==> src/rtl/i2c_mon_pkg.sv <==
package i2c_mon_pkg;
  localparam int BIT_W     = 4;
  localparam int FRAME_LEN = 9;
  typedef enum logic [1:0] {GEN_IDLE, GEN_SDA, GEN_BOTH} gen_state_e;
endpackage

==> src/rtl/i2c_line_filter.sv <==
module i2c_line_filter #(
  parameter int SYNC = 2,
  parameter int FILT = 3
) (
  input  logic clk,
  input  logic rst_n,
  input  logic raw,
  output logic filt
);
  logic [SYNC-1:0] sy;
  logic [FILT-1:0] hist;

  always_ff @(posedge clk or negedge rst_n) begin
    if (!rst_n) begin
      sy   <= '1;
      hist <= '1;
      filt <= 1'b1;
    end else begin
      sy   <= {sy[SYNC-2:0], raw};
      hist <= {hist[FILT-2:0], sy[SYNC-1]};
      if (hist == '1)      filt <= 1'b1;
      else if (hist == '0) filt <= 1'b0;
    end
  end
endmodule

==> src/rtl/i2c_cond_detect.sv <==
module i2c_cond_detect
  import i2c_mon_pkg::*;
(
  input  logic             clk,
  input  logic             rst_n,
  input  logic             scl,
  input  logic             sda,
  output logic             start_seen,
  output logic             stop_seen,
  output logic [BIT_W-1:0] bit_pos,
  output logic             ack_slot,
  output logic             addr_frame
);
  logic scl_q, sda_q;
  logic start_ev, stop_ev, scl_rise;

  assign start_ev = scl && scl_q && sda_q && !sda;
  assign stop_ev  = scl && scl_q && !sda_q && sda;
  assign scl_rise = scl && !scl_q;

  always_ff @(posedge clk or negedge rst_n) begin
    if (!rst_n) begin
      scl_q      <= 1'b1;
      sda_q      <= 1'b1;
      start_seen <= 1'b0;
      stop_seen  <= 1'b0;
      bit_pos    <= '0;
      ack_slot   <= 1'b0;
      addr_frame <= 1'b0;
    end else begin
      scl_q    <= scl;
      sda_q    <= sda;
      ack_slot <= scl_rise && (bit_pos == BIT_W'(FRAME_LEN - 1));
      if (start_ev) begin
        start_seen <= 1'b1;
        stop_seen  <= 1'b0;
        bit_pos    <= '0;
        addr_frame <= 1'b1;
      end else if (stop_ev) begin
        start_seen <= 1'b0;
        stop_seen  <= 1'b1;
        bit_pos    <= '0;
        addr_frame <= 1'b0;
      end else if (scl_rise) begin
        if (bit_pos == BIT_W'(FRAME_LEN)) begin
          bit_pos    <= BIT_W'(1);
          addr_frame <= 1'b0;
        end else begin
          bit_pos <= bit_pos + 1'b1;
        end
      end
    end
  end
endmodule

==> src/rtl/i2c_start_gen.sv <==
module i2c_start_gen
  import i2c_mon_pkg::*;
#(
  parameter int HOLD   = 8,
  parameter int WAIT_W = 8
) (
  input  logic              clk,
  input  logic              rst_n,
  input  logic              scl,
  input  logic              sda,
  input  logic              stop_seen,
  input  logic              start_req,
  input  logic [WAIT_W-1:0] wait_limit,
  output logic              start_pending,
  output logic              sda_oe,
  output logic              scl_oe,
  output logic              wait_ind
);
  localparam int HW = $clog2(HOLD + 1);

  gen_state_e        state;
  logic [HW-1:0]     hcnt;
  logic              issue, scl_oe_q, armed;
  logic [WAIT_W-1:0] wcnt;

  assign issue  = (state == GEN_IDLE) && start_pending && stop_seen && scl && sda;
  assign sda_oe = (state != GEN_IDLE);
  assign scl_oe = (state == GEN_BOTH);

  always_ff @(posedge clk or negedge rst_n) begin
    if (!rst_n) begin
      state         <= GEN_IDLE;
      hcnt          <= '0;
      start_pending <= 1'b0;
    end else begin
      start_pending <= issue ? 1'b0 : (start_pending | start_req);
      case (state)
        GEN_IDLE: if (issue) begin
          state <= GEN_SDA;
          hcnt  <= '0;
        end
        GEN_SDA: if (hcnt == HW'(HOLD - 1)) begin
          state <= GEN_BOTH;
          hcnt  <= '0;
        end else hcnt <= hcnt + 1'b1;
        GEN_BOTH: if (hcnt == HW'(HOLD - 1)) begin
          state <= GEN_IDLE;
          hcnt  <= '0;
        end else hcnt <= hcnt + 1'b1;
        default: state <= GEN_IDLE;
      endcase
    end
  end

  always_ff @(posedge clk or negedge rst_n) begin
    if (!rst_n) begin
      scl_oe_q <= 1'b0;
      armed    <= 1'b0;
      wcnt     <= '0;
      wait_ind <= 1'b0;
    end else begin
      scl_oe_q <= scl_oe;
      if (scl) begin
        armed    <= 1'b0;
        wcnt     <= '0;
        wait_ind <= 1'b0;
      end else if (scl_oe_q && !scl_oe) begin
        armed <= 1'b1;
        wcnt  <= '0;
      end else if (armed) begin
        if (wcnt != '1) wcnt <= wcnt + 1'b1;
        if (wcnt > wait_limit) wait_ind <= 1'b1;
      end
    end
  end
endmodule

==> src/rtl/i2c_cond_mon.sv <==
module i2c_cond_mon
  import i2c_mon_pkg::*;
#(
  parameter int HOLD   = 8,
  parameter int WAIT_W = 8
) (
  input  logic              clk,
  input  logic              rst_n,
  input  logic              scl_in,
  input  logic              sda_in,
  input  logic              start_req,
  input  logic [WAIT_W-1:0] wait_limit,
  output logic              start_seen,
  output logic              stop_seen,
  output logic [BIT_W-1:0]  bit_pos,
  output logic              ack_slot,
  output logic              addr_frame,
  output logic              start_pending,
  output logic              sda_oe,
  output logic              scl_oe,
  output logic              wait_ind
);
  logic [1:0] raw_lines, clean_lines;
  assign raw_lines = {sda_in, scl_in};

  for (genvar g = 0; g < 2; g++) begin : g_line
    i2c_line_filter #(.SYNC(2), .FILT(3)) u_filt (
      .clk(clk), .rst_n(rst_n), .raw(raw_lines[g]), .filt(clean_lines[g])
    );
  end

  i2c_cond_detect u_det (
    .clk(clk), .rst_n(rst_n), .scl(clean_lines[0]), .sda(clean_lines[1]),
    .start_seen(start_seen), .stop_seen(stop_seen), .bit_pos(bit_pos),
    .ack_slot(ack_slot), .addr_frame(addr_frame)
  );

  i2c_start_gen #(.HOLD(HOLD), .WAIT_W(WAIT_W)) u_gen (
    .clk(clk), .rst_n(rst_n), .scl(clean_lines[0]), .sda(clean_lines[1]),
    .stop_seen(stop_seen), .start_req(start_req), .wait_limit(wait_limit),
    .start_pending(start_pending), .sda_oe(sda_oe), .scl_oe(scl_oe),
    .wait_ind(wait_ind)
  );
endmodule

==> config.mk <==
export PLATFORM = sky130hd
export DESIGN_NAME = i2c_cond_mon
export DESIGN_NICKNAME = d
export VERILOG_FILES = /design/src/rtl/i2c_mon_pkg.sv /design/src/rtl/i2c_line_filter.sv /design/src/rtl/i2c_cond_detect.sv /design/src/rtl/i2c_start_gen.sv /design/src/rtl/i2c_cond_mon.sv
export SDC_FILE = /design/constraint.sdc
export NUM_CORES = 1
export LEC_CHECK = 0
export BUFFER_PORTS_ARGS = -buffer_cell sky130_fd_sc_hd__buf_2
export CAP_MARGIN = 40
export CORE_ASPECT_RATIO = 1.25
export CORE_MARGIN = 2
export CORE_UTILIZATION = 45
export CTS_BUF_LIST = sky130_fd_sc_hd__clkbuf_4 sky130_fd_sc_hd__clkbuf_8
export DETAILED_ROUTE_END_ITERATION = 8
export SYNTH_ARGS = -nofsm -noshare
export SYNTH_HDL_FRONTEND = slang
export SYNTH_SLANG_ARGS = --single-unit
==> constraint.sdc <==
create_clock -name clk -period 2.6 [get_ports clk]
set_input_delay 0.13 -clock clk [delete_from_list [all_inputs] [get_ports clk]]
set_output_delay 0.13 -clock clk [all_outputs]
set_load 0.01 [all_outputs]
Word-level counts from Yosys, hierarchy flattened
Cells that the tools add are included.

word-level totals
  bits in registers = 40
  bits of input ports = 13

cells by class
  $add $sub $neg = 3
  order comparisons = 1
  equal/unequal tests = 12
  mux-type cells = 34
  bitwise gates (word level) = 1
  reductions and logical operators = 37

operator list
  operator                                                               count
  8-bit two-way mux                                                      4
  4-bit two-way mux                                                      6
  1-bit two-way mux                                                      19
  2-bit nonzero test                                                     8
  1-bit logical AND                                                      12
  3-bit nonzero test                                                     4
  4-bit by 1-bit adder with 4-bit output, second input constant          2
  8-bit by 1-bit adder with 8-bit output, second input constant          1
  4-bit equality test, second input constant                             2
  8-bit greater-than comparator                                          1
  8-bit != test, second input constant                                   1
  4-bit one-hot mux with 2 select lines                                  1
  3-bit equality test, second input constant                             2
  3-bit zero test                                                        2
  2-bit two-way mux                                                      3
  2-bit one-hot mux with 3 select lines                                  1
  2-bit AND reduction                                                    3
  3-bit AND reduction                                                    2
  4-bit by 3-bit equality test with 1-bit output, second input constant  1
  1-bit zero test                                                        4
  2-bit by 1-bit != test with 1-bit output, second input constant        2
  2-bit != test, second input constant                                   2
  2-bit by 1-bit equality test with 1-bit output, second input constant  1
  2-bit equality test, second input constant                             1
  other kinds (3)                                                        3

Depth between registers and ports, before layout
Gate-level depths: netlist (run 1).

  depth in word-level cells = 7
  depth in mapped cells = 6
  depth with buffers taken out = 6

Modules after synthesis
Synthesis (run 1) repeated with hierarchy kept, for this count alone.

unflattened totals
  cell total of the unflattened synthesis = 189
  area total of the unflattened synthesis = 2,008.2 um2

by module, submodules not included
  module           times used  cells an instance  area an instance (um2)
  i2c_start_gen    1           120                1,174.9
  i2c_cond_detect  1           49                 480.5
  i2c_line_filter  2           10                 176.4

Worst setup path before layout (run 1)
OpenSTA, ideal clock, no wires.

  path type = register to register
  from = register u_det.bit_pos[1]
  to = register u_det.addr_frame
  setup time = 0.121 ns
  arrival time = 1.482 ns
  required time = 2.479 ns
  path slack = 0.998 ns
  stages on the path, launching flop included = 5
  path buffers = 0
  cell sequence = dfrtp_1 > or3b_4 > or3b_1 > a21oi_2 > o21ai_1

between the ends
  word-level cells in the longest chain between the ends = 3

ends and longest elaborated chain
  what                           line                   text
  start, declared                i2c_cond_detect.sv:10  output logic [BIT_W-1:0] bit_pos,
  start signal, assigned         i2c_cond_detect.sv:49  bit_pos <= bit_pos + 1'b1;
  4-bit equality test            i2c_cond_detect.sv:45  if (bit_pos == BIT_W'(FRAME_LEN)) begin
  3-bit nonzero test (no line)   n/a
  2-bit AND reduction (no line)  n/a
  end signal, assigned           i2c_cond_detect.sv:38  addr_frame <= 1'b1;
  end signal, assigned           i2c_cond_detect.sv:43  addr_frame <= 1'b0;
  end signal, assigned           i2c_cond_detect.sv:47  addr_frame <= 1'b0;
  end, declared                  i2c_cond_detect.sv:12  output logic addr_frame

Every way passes these cells.
A chain may end at the register's enable or synchronous reset.

Final worst setup path (run 1)
  from = register g_line[0].u_filt.filt
  to = register u_gen.state[0]

between the ends
  word-level cells in the longest chain between the ends = 4

ends and longest elaborated chain
  what                                                line                   text
  start, declared                                     i2c_line_filter.sv:8   output logic filt
  start signal, assigned                              i2c_line_filter.sv:17  filt <= 1'b1;
  start signal, assigned                              i2c_line_filter.sv:21  if (hist == '1) filt <= 1'b1;
  start signal, assigned                              i2c_line_filter.sv:22  else if (hist == '0) filt <= 1'b0;
  1-bit logical AND (2 in series)                     i2c_start_gen.sv:26    assign issue = (state == GEN_IDLE) && start_pending && stop_seen && scl && sda;
  2-bit by 1-bit != test with 1-bit output (no line)  n/a
  3-bit AND reduction (no line)                       n/a
  end signal, assigned                                i2c_start_gen.sv:32    state <= GEN_IDLE;
  end signal, assigned                                i2c_start_gen.sv:39    state <= GEN_SDA;
  end signal, assigned                                i2c_start_gen.sv:43    state <= GEN_BOTH;
  end, declared                                       i2c_start_gen.sv:21    gen_state_e state;

Every way passes these cells.

==> reports/metrics.csv, run 1 <==
metric;value;unit
status;finished, final reports clean;
hold_path.startpoint;start_req;
r2r-start;g_line[0].u_filt.filt$_DFFE_PN1P_;
arrival;1930;ps
whs_endpoint;u_gen.start_pending$_DFF_PN0_;
post_synth_num_cell_types;42;
wire_per_inst;14.1;µm
final_nets;246;
seqCellArea;1020;µm²
cts.clk_slew.worst_paths;80;ps
drc;0;
fin_crit;1750;ps
synth.net_count;214;
grt_pass1_vias;1501;
synthesis.area;1940;µm²
dp_cells;265;
whs_path_depth;3;
fillers;384;
routed_via_density;5.43;
slowest_stage;dfstp_2;
start_kind;register;
fmax;0.570;GHz
dpl-instance-area;2140;µm²
dr_total_vias;1499;
fin_area;2300;µm²
cp.required;2780;ps
rrSetupSlack;850;ps
rows;26;
grt-ovfl-total;0;
place.gp.congestion;0.792;
clk_latency;290;ps
grt_max_degree;22;
portBuffers;24;
synth_top_area_share;0.336;
dr_wl_met3;159;µm
drt_wl_total;3.90;mm
post-route-period-util;0.674;
synth_async_sr_flop_share;1.00;
hpwl;2.95;mm
dominantRegCellSynth;dfrtp_1;
gr-usage-all-layers;0.180;
yosysMostFrequentCell;dfrtp_1;
pin_count;25;
antenna_found_initial;0;
area_growth;18.7;%
yosysWarnings;0;
power;0.00199;W
worstRegToRegCells;4;
vdd_drop_max;0.540;mV
crit_path_start;g_line[0].u_filt.filt$_DFFE_PN1P_;
critPathMaxFanout;14;
core;4100;µm²
rsz0062_at_grt;false;
cp_cell_sequence;and4_1 -> nand2b_1 -> o21ai_0 -> mux2_2;
grt_pass1_wl;6.83;mm
yosysTopAreaCell;dfrtp_1;
max_slew.worst_pin.slew;563;ps
path_class;reg -> reg;
die_w;62.7;µm
synth_common_cells;26 x dfrtp_1, 19 x inv_1, 17 x a21oi_1;
die_y;77.4;µm
cts_tree;done;
drtIter0Drc;96;
leakage;1.07;nW
diodes;0;
ant_nets;0;
dieArea;4850;µm²
skew;4.58;ps
fin_setup_tns;0;ps
worst_path_largest_cell_delay;660;ps
hold_buffers;3;
post_cts_buffers;0;
crit_path_end_kind;register;
routed.top_layer;met4;
start_util;0.473;
syn_area_per_cell;10.4;µm²
min_path_type;in -> reg;
clockBufferDepth;2;
relSlewSlack;0.622;
multi_input_area;836;µm²
instances_no_fill;276;
hold_viol_final;0;
p_per_area;864;nW/µm²
met1_length;1.64;mm
ys_seq_area_frac;0.526;
dr.pass1.iters;4;
setup_viol;0;
dr_wl_met2;2.04;mm
synth-seq-cells;40;
synth_area_leaders;dfrtp_1 34%, dfstp_2 19%, ha_1 9.0%;
slew_viol_final;0;
drive_above_1_share;0.232;
hold_slack;103;ps
numCtsBuffers;5;
worstReg2RegEnd;u_gen.state[0]$_DFFE_PN0P_;
cts.sinks;40;
syn_inst;187;
synth-edff-count;0;
cts_resized;0;
clockRootBuffer;clkbuf_8;
cts-htree-levels;2;
maxCapViolCount;0;
## area by class of cell
type | count | share of cell area
clock buffers | 7 | 0.0419
clock inverters | 1 | 0.0131
inverters | 19 | 0.0310
multi-input cells | 125 | 0.363
flip-flops and latches | 40 | 0.443
well taps | 56 | 0.0305
repair buffers | 28 | 0.0773
## logic make-up (layout without fill, tap and decap cells)
group | Yosys count | count (layout) | synth area share
xor+xnor | 4 | 4 | 0.0181
fa+ha+maj | 14 | 14 | 0.0904
flops | 40 | 40 | 0.525
buf+inv | 22 | 55 | 0.0433
simple gates | 56 | 56 | 0.153
mux | 3 | 3 | 0.0168
compound gates | 48 | 48 | 0.153
## where the power goes
part / switching [W] / total, W / internal [W]
registers: 0.000120 / 0.000869 / 0.000749
logic: 0.000310 / 0.000568 / 0.000259
clock network: 0.000211 / 0.000550 / 0.000339
## how the worst max path moves through the flow
stage	to	slack, ps	depth (start not counted)
global placement	u_gen.state[0]$_DFFE_PN0P_	950	4
global route	u_gen.state[0]$_DFFE_PN0P_	710	4
finish	u_gen.state[0]$_DFFE_PN0P_	850	4
detailed placement	u_gen.state[0]$_DFFE_PN0P_	890	4
floorplan	u_det.addr_frame$_DFFE_PN0P_	1000	4
CTS	u_gen.state[0]$_DFFE_PN0P_	860	4
## state kept, by name (all words and copies together), names as in the netlist
signal,count
g_line.u_filt.filt,2
g_line.u_filt.hist,6
g_line.u_filt.sy,4
u_det.ack_slot,1
u_det.addr_frame,1
u_det.bit_pos,4
u_det.scl_q,1
u_det.sda_q,1
u_det.start_seen,1
u_det.stop_seen,1
u_gen.armed,1
u_gen.hcnt,4
u_gen.scl_oe_q,1
u_gen.start_pending,1
u_gen.state,2
u_gen.wait_ind,1
u_gen.wcnt,8
## stage by stage
stage | setup slack, ps | utilization
final | 847 | 0.561
after global routing | 706 | 0.561
after CTS | 857 | 0.561
after detailed placement | 885 | 0.523
after global placement | 948 | 0.516
after floorplan | 998 | -
## layer usage
metal	vias up	track usage
met5	-	0
met4	0	0.0689
met3	5	0.0464
met2	31	0.329
met1	735	0.198
li1	728	-
## critical path: cells and delay by family (launching register included)
kind,cells,cell delay (ps)
flip-flops,1,660
AO/OA/AOI/OAI,1,150
AND/OR/NAND/NOR,2,540
multiplexers,1,290
## layout by cell type, fill, tap and decap left out, types with 3 or more instances in the layout
cell and count:
ha_1 14, nor3_1 4, nand3_1 10, dlygate4sd3_1 3, nand2_1 11, o21ai_0 11, nand4_1 4, a31oi_1 4
dfstp_2 14, inv_1 19, clkbuf_8 7, dfrtp_1 26, xnor2_1 4, buf_2 24, a21oi_1 17, nor2_1 11
nand2b_1 4
No activity file was read; power rests on OpenSTA's default activity.
==> run 2: changes to the inputs <==
==> constraint.sdc (replaced) <==
create_clock -name clk -period 1.8 [get_ports clk]
set_input_delay 0.09 -clock clk [delete_from_list [all_inputs] [get_ports clk]]
set_output_delay 0.09 -clock clk [all_outputs]
set_load 0.01 [all_outputs]
==> reports/metrics.csv, run 2 (synthesized netlist as in run 1, its figures left out) <==
metric;value;unit;change
status;finished, final reports clean;;
instances_no_fill;281;;+1.8%
min_path_type;in -> reg;;
cts_tree;done;;
grt_max_degree;26;;+18%
routed_via_density;5.26;;-3.2%
critPathMaxFanout;8;;-6
crit_path_start;u_gen.wcnt[5]$_DFFE_PN0P_;;
fmax;0.598;GHz;+4.8%
rows;26;;unchanged
place.gp.congestion;0.814;;+2.8%
leakage;1.08;nW;+1.4%
area_growth;19.6;%;
path_class;reg -> reg;;
p_per_area;1240;nW/µm²;+43%
fillers;386;;+0.52%
multi_input_area;836;µm²;unchanged
rsz0062_at_grt;false;;
die_w;62.7;µm;unchanged
hold_viol_final;0;;unchanged
skew;6.96;ps;+2.38 ps
max_slew.worst_pin.slew;530;ps;-32.6 ps
start_kind;register;;
clk_latency;290;ps;about the same
fin_setup_tns;0;ps;unchanged
drc;0;;unchanged
arrival;1850;ps;-80 ps
cts_resized;0;;unchanged
reg_top3;u_gen.wcnt: 8 flops, g_line.u_filt.hist: 6 flops;;
slowest_stage;dfrtp_1;;
grt_pass1_wl;6.42;mm;-6.1%
final_nets;251;;+2.0%
dr_total_vias;1477;;-1.5%
cts.clk_slew.worst_paths;80;ps;about the same
slew_viol_final;0;;unchanged
dr.pass1.iters;4;;unchanged
numCtsBuffers;5;;unchanged
die_y;77.4;µm;unchanged
drive_above_1_share;0.249;;+0.0171
dieArea;4850;µm²;unchanged
drtIter0Drc;59;;-39%
relSlewSlack;0.647;;+0.0250
wire_per_inst;12.9;µm;-8.4%
gr-usage-all-layers;0.166;;-0.0141
seqCellArea;1020;µm²;unchanged
hold_buffers;3;;unchanged
worst-path-stages;5;;+1
drt_wl_total;3.64;mm;-6.7%
maxCapViolCount;0;;unchanged
cts.sinks;40;;unchanged
cp_cell_sequence;ha_1 -> nand4_1 -> o2111ai_1 -> a211oi_1 -> a211o_1;;
crit_family;compound AO/OA/AOI/OAI gates;;
endpoint;u_gen.wait_ind$_DFFE_PN0P_;;
pin_count;25;;unchanged
largest_reg_flops;8;;unchanged
final_core_util;0.565;;+0.00427
hold_slack;52.5;ps;-50.7 ps
fin_crit;1670;ps;-80.6 ps
cp_num_buf_inv;0;;unchanged
rrSetupSlack;130;ps;-720 ps
grt-ovfl-total;0;;unchanged
grt_pass1_vias;1488;;-0.87%
clockRootBuffer;clkbuf_8;;
antenna_found_initial;0;;unchanged
crit_path_end_kind;register;;
core;4100;µm²;unchanged
layout_commonest_cell;dfrtp_1;;
setup_ws;128;ps;-719 ps
post_cts_buffers;0;;unchanged
dp_worst_setup_slack;152;ps;-733 ps
dp_cells;270;;+1.9%
setup_viol;0;;unchanged
vdd_drop_max;0.740;mV;+37%
regMostFlops;u_gen.wcnt;;
hpwl;2.77;mm;-5.9%
clockBufferDepth;2;;unchanged
worstRegToRegCells;5;;+1
worst_path_largest_cell_delay;460;ps;-200 ps
diodes;0;;unchanged
start_util;0.473;;unchanged
most-common-layout-cells;26 x dfrtp_1, 24 x buf_2, 19 x inv_1;;
cp.required;1980;ps;-800 ps
r2r-start;u_gen.wcnt[5]$_DFFE_PN0P_;;
worstReg2RegEnd;u_gen.wait_ind$_DFFE_PN0P_;;
post-route-period-util;0.929;;+0.255
portBuffers;24;;unchanged
cts-htree-levels;2;;unchanged
ant_nets;0;;unchanged
run 2: changes by cell type in the layout (fill, tap and decap cells not counted):
cell	change
buf_16	-1
buf_4	+6
run 2: report_power, final:
| group | leakage [nW] | internal [W] | switching (W) | total [W] |
|---|---|---|---|---|
| Clock | 0.0645 | 0.000489 | 0.000300 | 0.000789 |
| Sequential | 0.490 | 0.00108 | 0.000155 | 0.00124 |
| Combinational | 0.530 | 0.000397 | 0.000444 | 0.000842 |
run 2: tightest hold or removal path: stages:
cell,delay [ps]
buf_2,80
nor2_1,30
a21oi_1,100
run 2: worst min-delay path by stage:
stage,start,end,cells past startpoint
after floorplan,rst_n,u_det.ack_slot$_DFF_PN0_,0
after global placement,rst_n,u_gen.wait_ind$_DFFE_PN0P_,1
after detailed placement,rst_n,u_gen.wcnt[6]$_DFFE_PN0P_,1
after CTS,start_req,u_gen.start_pending$_DFF_PN0_,3
after global routing,start_req,u_gen.start_pending$_DFF_PN0_,3
final,start_req,u_gen.start_pending$_DFF_PN0_,3
run 2: metal layers:
layer  GRT usage  vias to the layer above  routed length (µm)
met5           0                        -                   0
li1            -                      738                   -
met3      0.0420                        4                 148
met2       0.308                       29                1950
met1       0.189                      706                1510
met4      0.0400                        0                  29
run 2: cell type report:
| cell class | instances | area share |
|---|---|---|
| repair buffers | 33 | 0.0842 |
| inverters | 19 | 0.0308 |
| multi-input cells | 125 | 0.361 |
| flip-flops and latches | 40 | 0.440 |
| clock inverters | 1 | 0.0130 |
| clock buffers | 7 | 0.0416 |
| well taps | 56 | 0.0302 |
run 2: stage by stage:
stage / power, W / instance area, µm²
5_1_grt: 0.00309 / 2320
3_3_place_gp: 0.00205 / 2160
4_1_cts: 0.00290 / 2320
6_report: 0.00287 / 2320
3_5_place_dp: 0.00210 / 2160
2_1_floorplan: 0.00180 / 1940
==> run 3: changes to the inputs <==
--- a/config.mk
+++ b/config.mk
@@ -12,6 +12,7 @@
 export CORE_UTILIZATION = 45
 export CTS_BUF_LIST = sky130_fd_sc_hd__clkbuf_4 sky130_fd_sc_hd__clkbuf_8
 export DETAILED_ROUTE_END_ITERATION = 8
+export PLACE_DENSITY_LB_ADDON = 0.3
 export SYNTH_ARGS = -nofsm -noshare
 export SYNTH_HDL_FRONTEND = slang
 export SYNTH_SLANG_ARGS = --single-unit
==> reports/metrics.csv, run 3 (synthesized netlist as in run 1, its figures left out) <==
metric;value;unit;change
grt_max_degree;41;;+58%
instances_no_fill;283;;+0.71%
drc;0;;unchanged
cts_resized;0;;unchanged
status;finished, final reports clean;;
cp_cell_sequence;or3b_4 -> or3b_1 -> a21oi_2 -> nor2_1;;
grt-ovfl-total;0;;unchanged
path_class;reg -> reg;;
fmax;0.614;GHz;+2.7%
clk_latency;300;ps;about the same
r2r-start;u_det.bit_pos[1]$_DFFE_PN0P_;;
fillers;377;;-2.3%
fin_setup_tns;0;ps;unchanged
arrival;1810;ps;-40 ps
die_w;62.7;µm;unchanged
pin_count;25;;unchanged
numCtsBuffers;5;;unchanged
drive_above_1_share;0.256;;+0.00662
core;4100;µm²;unchanged
dp_worst_setup_slack;166;ps;+13.9 ps
drt_wl_total;3.57;mm;-1.8%
setup_viol;0;;unchanged
final_nets;253;;+0.80%
dr.pass1.iters;6;;+2
whs_endpoint;u_gen.start_pending$_DFF_PN0_;;
fin_crit;1630;ps;-44.5 ps
die_y;77.4;µm;unchanged
gr-usage-all-layers;0.167;;+0.00104
cts-htree-levels;2;;unchanged
vdd_drop_max;0.906;mV;+22%
clockBufferDepth;2;;unchanged
relSlewSlack;0.677;;+0.0300
antenna_found_initial;0;;unchanged
cts.clk_slew.worst_paths;70;ps;about the same
start_kind;register;;
post-route-period-util;0.904;;-0.0247
multi_input_area;836;µm²;unchanged
rsz0062_at_grt;false;;
rrSetupSlack;170;ps;+40 ps
area_growth;20.3;%;
diodes;0;;unchanged
hold_path.startpoint;start_req;;
min_path_type;in -> reg;;
grt_pass1_wl;6.39;mm;-0.44%
start_util;0.473;;unchanged
most-common-layout-cells;26 x dfrtp_1, 24 x buf_2, 19 x inv_1;;
cts_tree;done;;
leakage;1.10;nW;+1.1%
maxCapViolCount;0;;unchanged
crit_path_end_kind;register;;
clockRootBuffer;clkbuf_8;;
final_core_util;0.569;;+0.00366
skew;9.53;ps;+2.56 ps
hpwl;2.60;mm;-6.3%
dp_cells;272;;+0.74%
worst_path_largest_cell_delay;430;ps;-30 ps
cp.required;1980;ps;about the same
portBuffers;24;;unchanged
setup_ws;172;ps;+44.5 ps
wire_per_inst;12.6;µm;-2.5%
max_slew.worst_pin.slew;485;ps;-45.0 ps
largest_reg_flops;8;;unchanged
critPathMaxFanout;6;;-2
worstRegToRegCells;4;;-1
routed_via_density;5.25;;-0.10%
slew_viol_final;0;;unchanged
drtIter0Drc;53;;-10%
worstReg2RegEnd;u_det.bit_pos[2]$_DFFE_PN0P_;;
regMostFlops;u_gen.wcnt;;
p_per_area;1230;nW/µm²;-0.57%
cts.sinks;40;;unchanged
rows;26;;unchanged
slowest_stage;dfrtp_1;;
reg_top3;u_gen.wcnt: 8 flops, g_line.u_filt.hist: 6 flops;;
layout_commonest_cell;dfrtp_1;;
dr_total_vias;1486;;+0.61%
dieArea;4850;µm²;unchanged
whs_path_depth;3;;unchanged
seqCellArea;1020;µm²;unchanged
ant_nets;0;;unchanged
grt_pass1_vias;1489;;+0.067%
hold_viol_final;0;;unchanged
place.gp.congestion;0.813;;-0.21%
[run 3: repair_timing]
item	4_1_cts	5_1_grt
endpoints found under the hold margin	28	0
buffers inserted	0	0
hold buffers	3	0
[run 3: worst max path at each step]
stage	from	endpoint	slack [ps]	cells past startpoint
2_1_floorplan	u_det.bit_pos[1]$_DFFE_PN0P_	u_det.addr_frame$_DFFE_PN0P_	200	4
3_3_place_gp	u_det.bit_pos[1]$_DFFE_PN0P_	u_det.addr_frame$_DFFE_PN0P_	200	4
6_report	u_det.bit_pos[1]$_DFFE_PN0P_	u_det.bit_pos[2]$_DFFE_PN0P_	170	4
5_1_grt	u_det.bit_pos[1]$_DFFE_PN0P_	u_det.bit_pos[2]$_DFFE_PN0P_	50	4
3_5_place_dp	u_det.bit_pos[1]$_DFFE_PN0P_	u_det.bit_pos[2]$_DFFE_PN0P_	170	4
4_1_cts	u_det.bit_pos[1]$_DFFE_PN0P_	u_det.bit_pos[2]$_DFFE_PN0P_	150	4
[run 3: area by class of cell]
cell class	count	share of cell area
multi-input cells	125	0.358
clock buffers	7	0.0413
inverters	19	0.0306
repair buffers	35	0.0901
well taps	56	0.0300
clock inverters	1	0.0129
flip-flops and latches	40	0.437
[run 3: worst max-delay path: cells and delay by family (launching register included)]
family	cells	cell delay, ps
and+or+nand+nor	3	900
DFF	1	430
AOI/OAI and AO/OA	1	190
[run 3: stage by stage]
stage	total power, W	instance area, µm²	hold WS, ps
2_1_floorplan	0.00180	1940	-206
3_3_place_gp	0.00208	2180	172
3_5_place_dp	0.00210	2180	176
4_1_cts	0.00292	2330	79.0
5_1_grt	0.00309	2330	87.8
6_report	0.00287	2330	80.2
[run 3: power by group]
group          switching (W)  internal [W]
logic               0.000434      0.000394
clock network       0.000310      0.000489
registers           0.000162       0.00108
total               0.000906       0.00196
[run 3: metal layers]
metal  track usage  wire (µm)  vias up
met3        0.0319        105        7
met5             0          0        -
li1              -          -      741
met2         0.302       1840       22
met4        0.0800         76        0
met1         0.187       1540      716
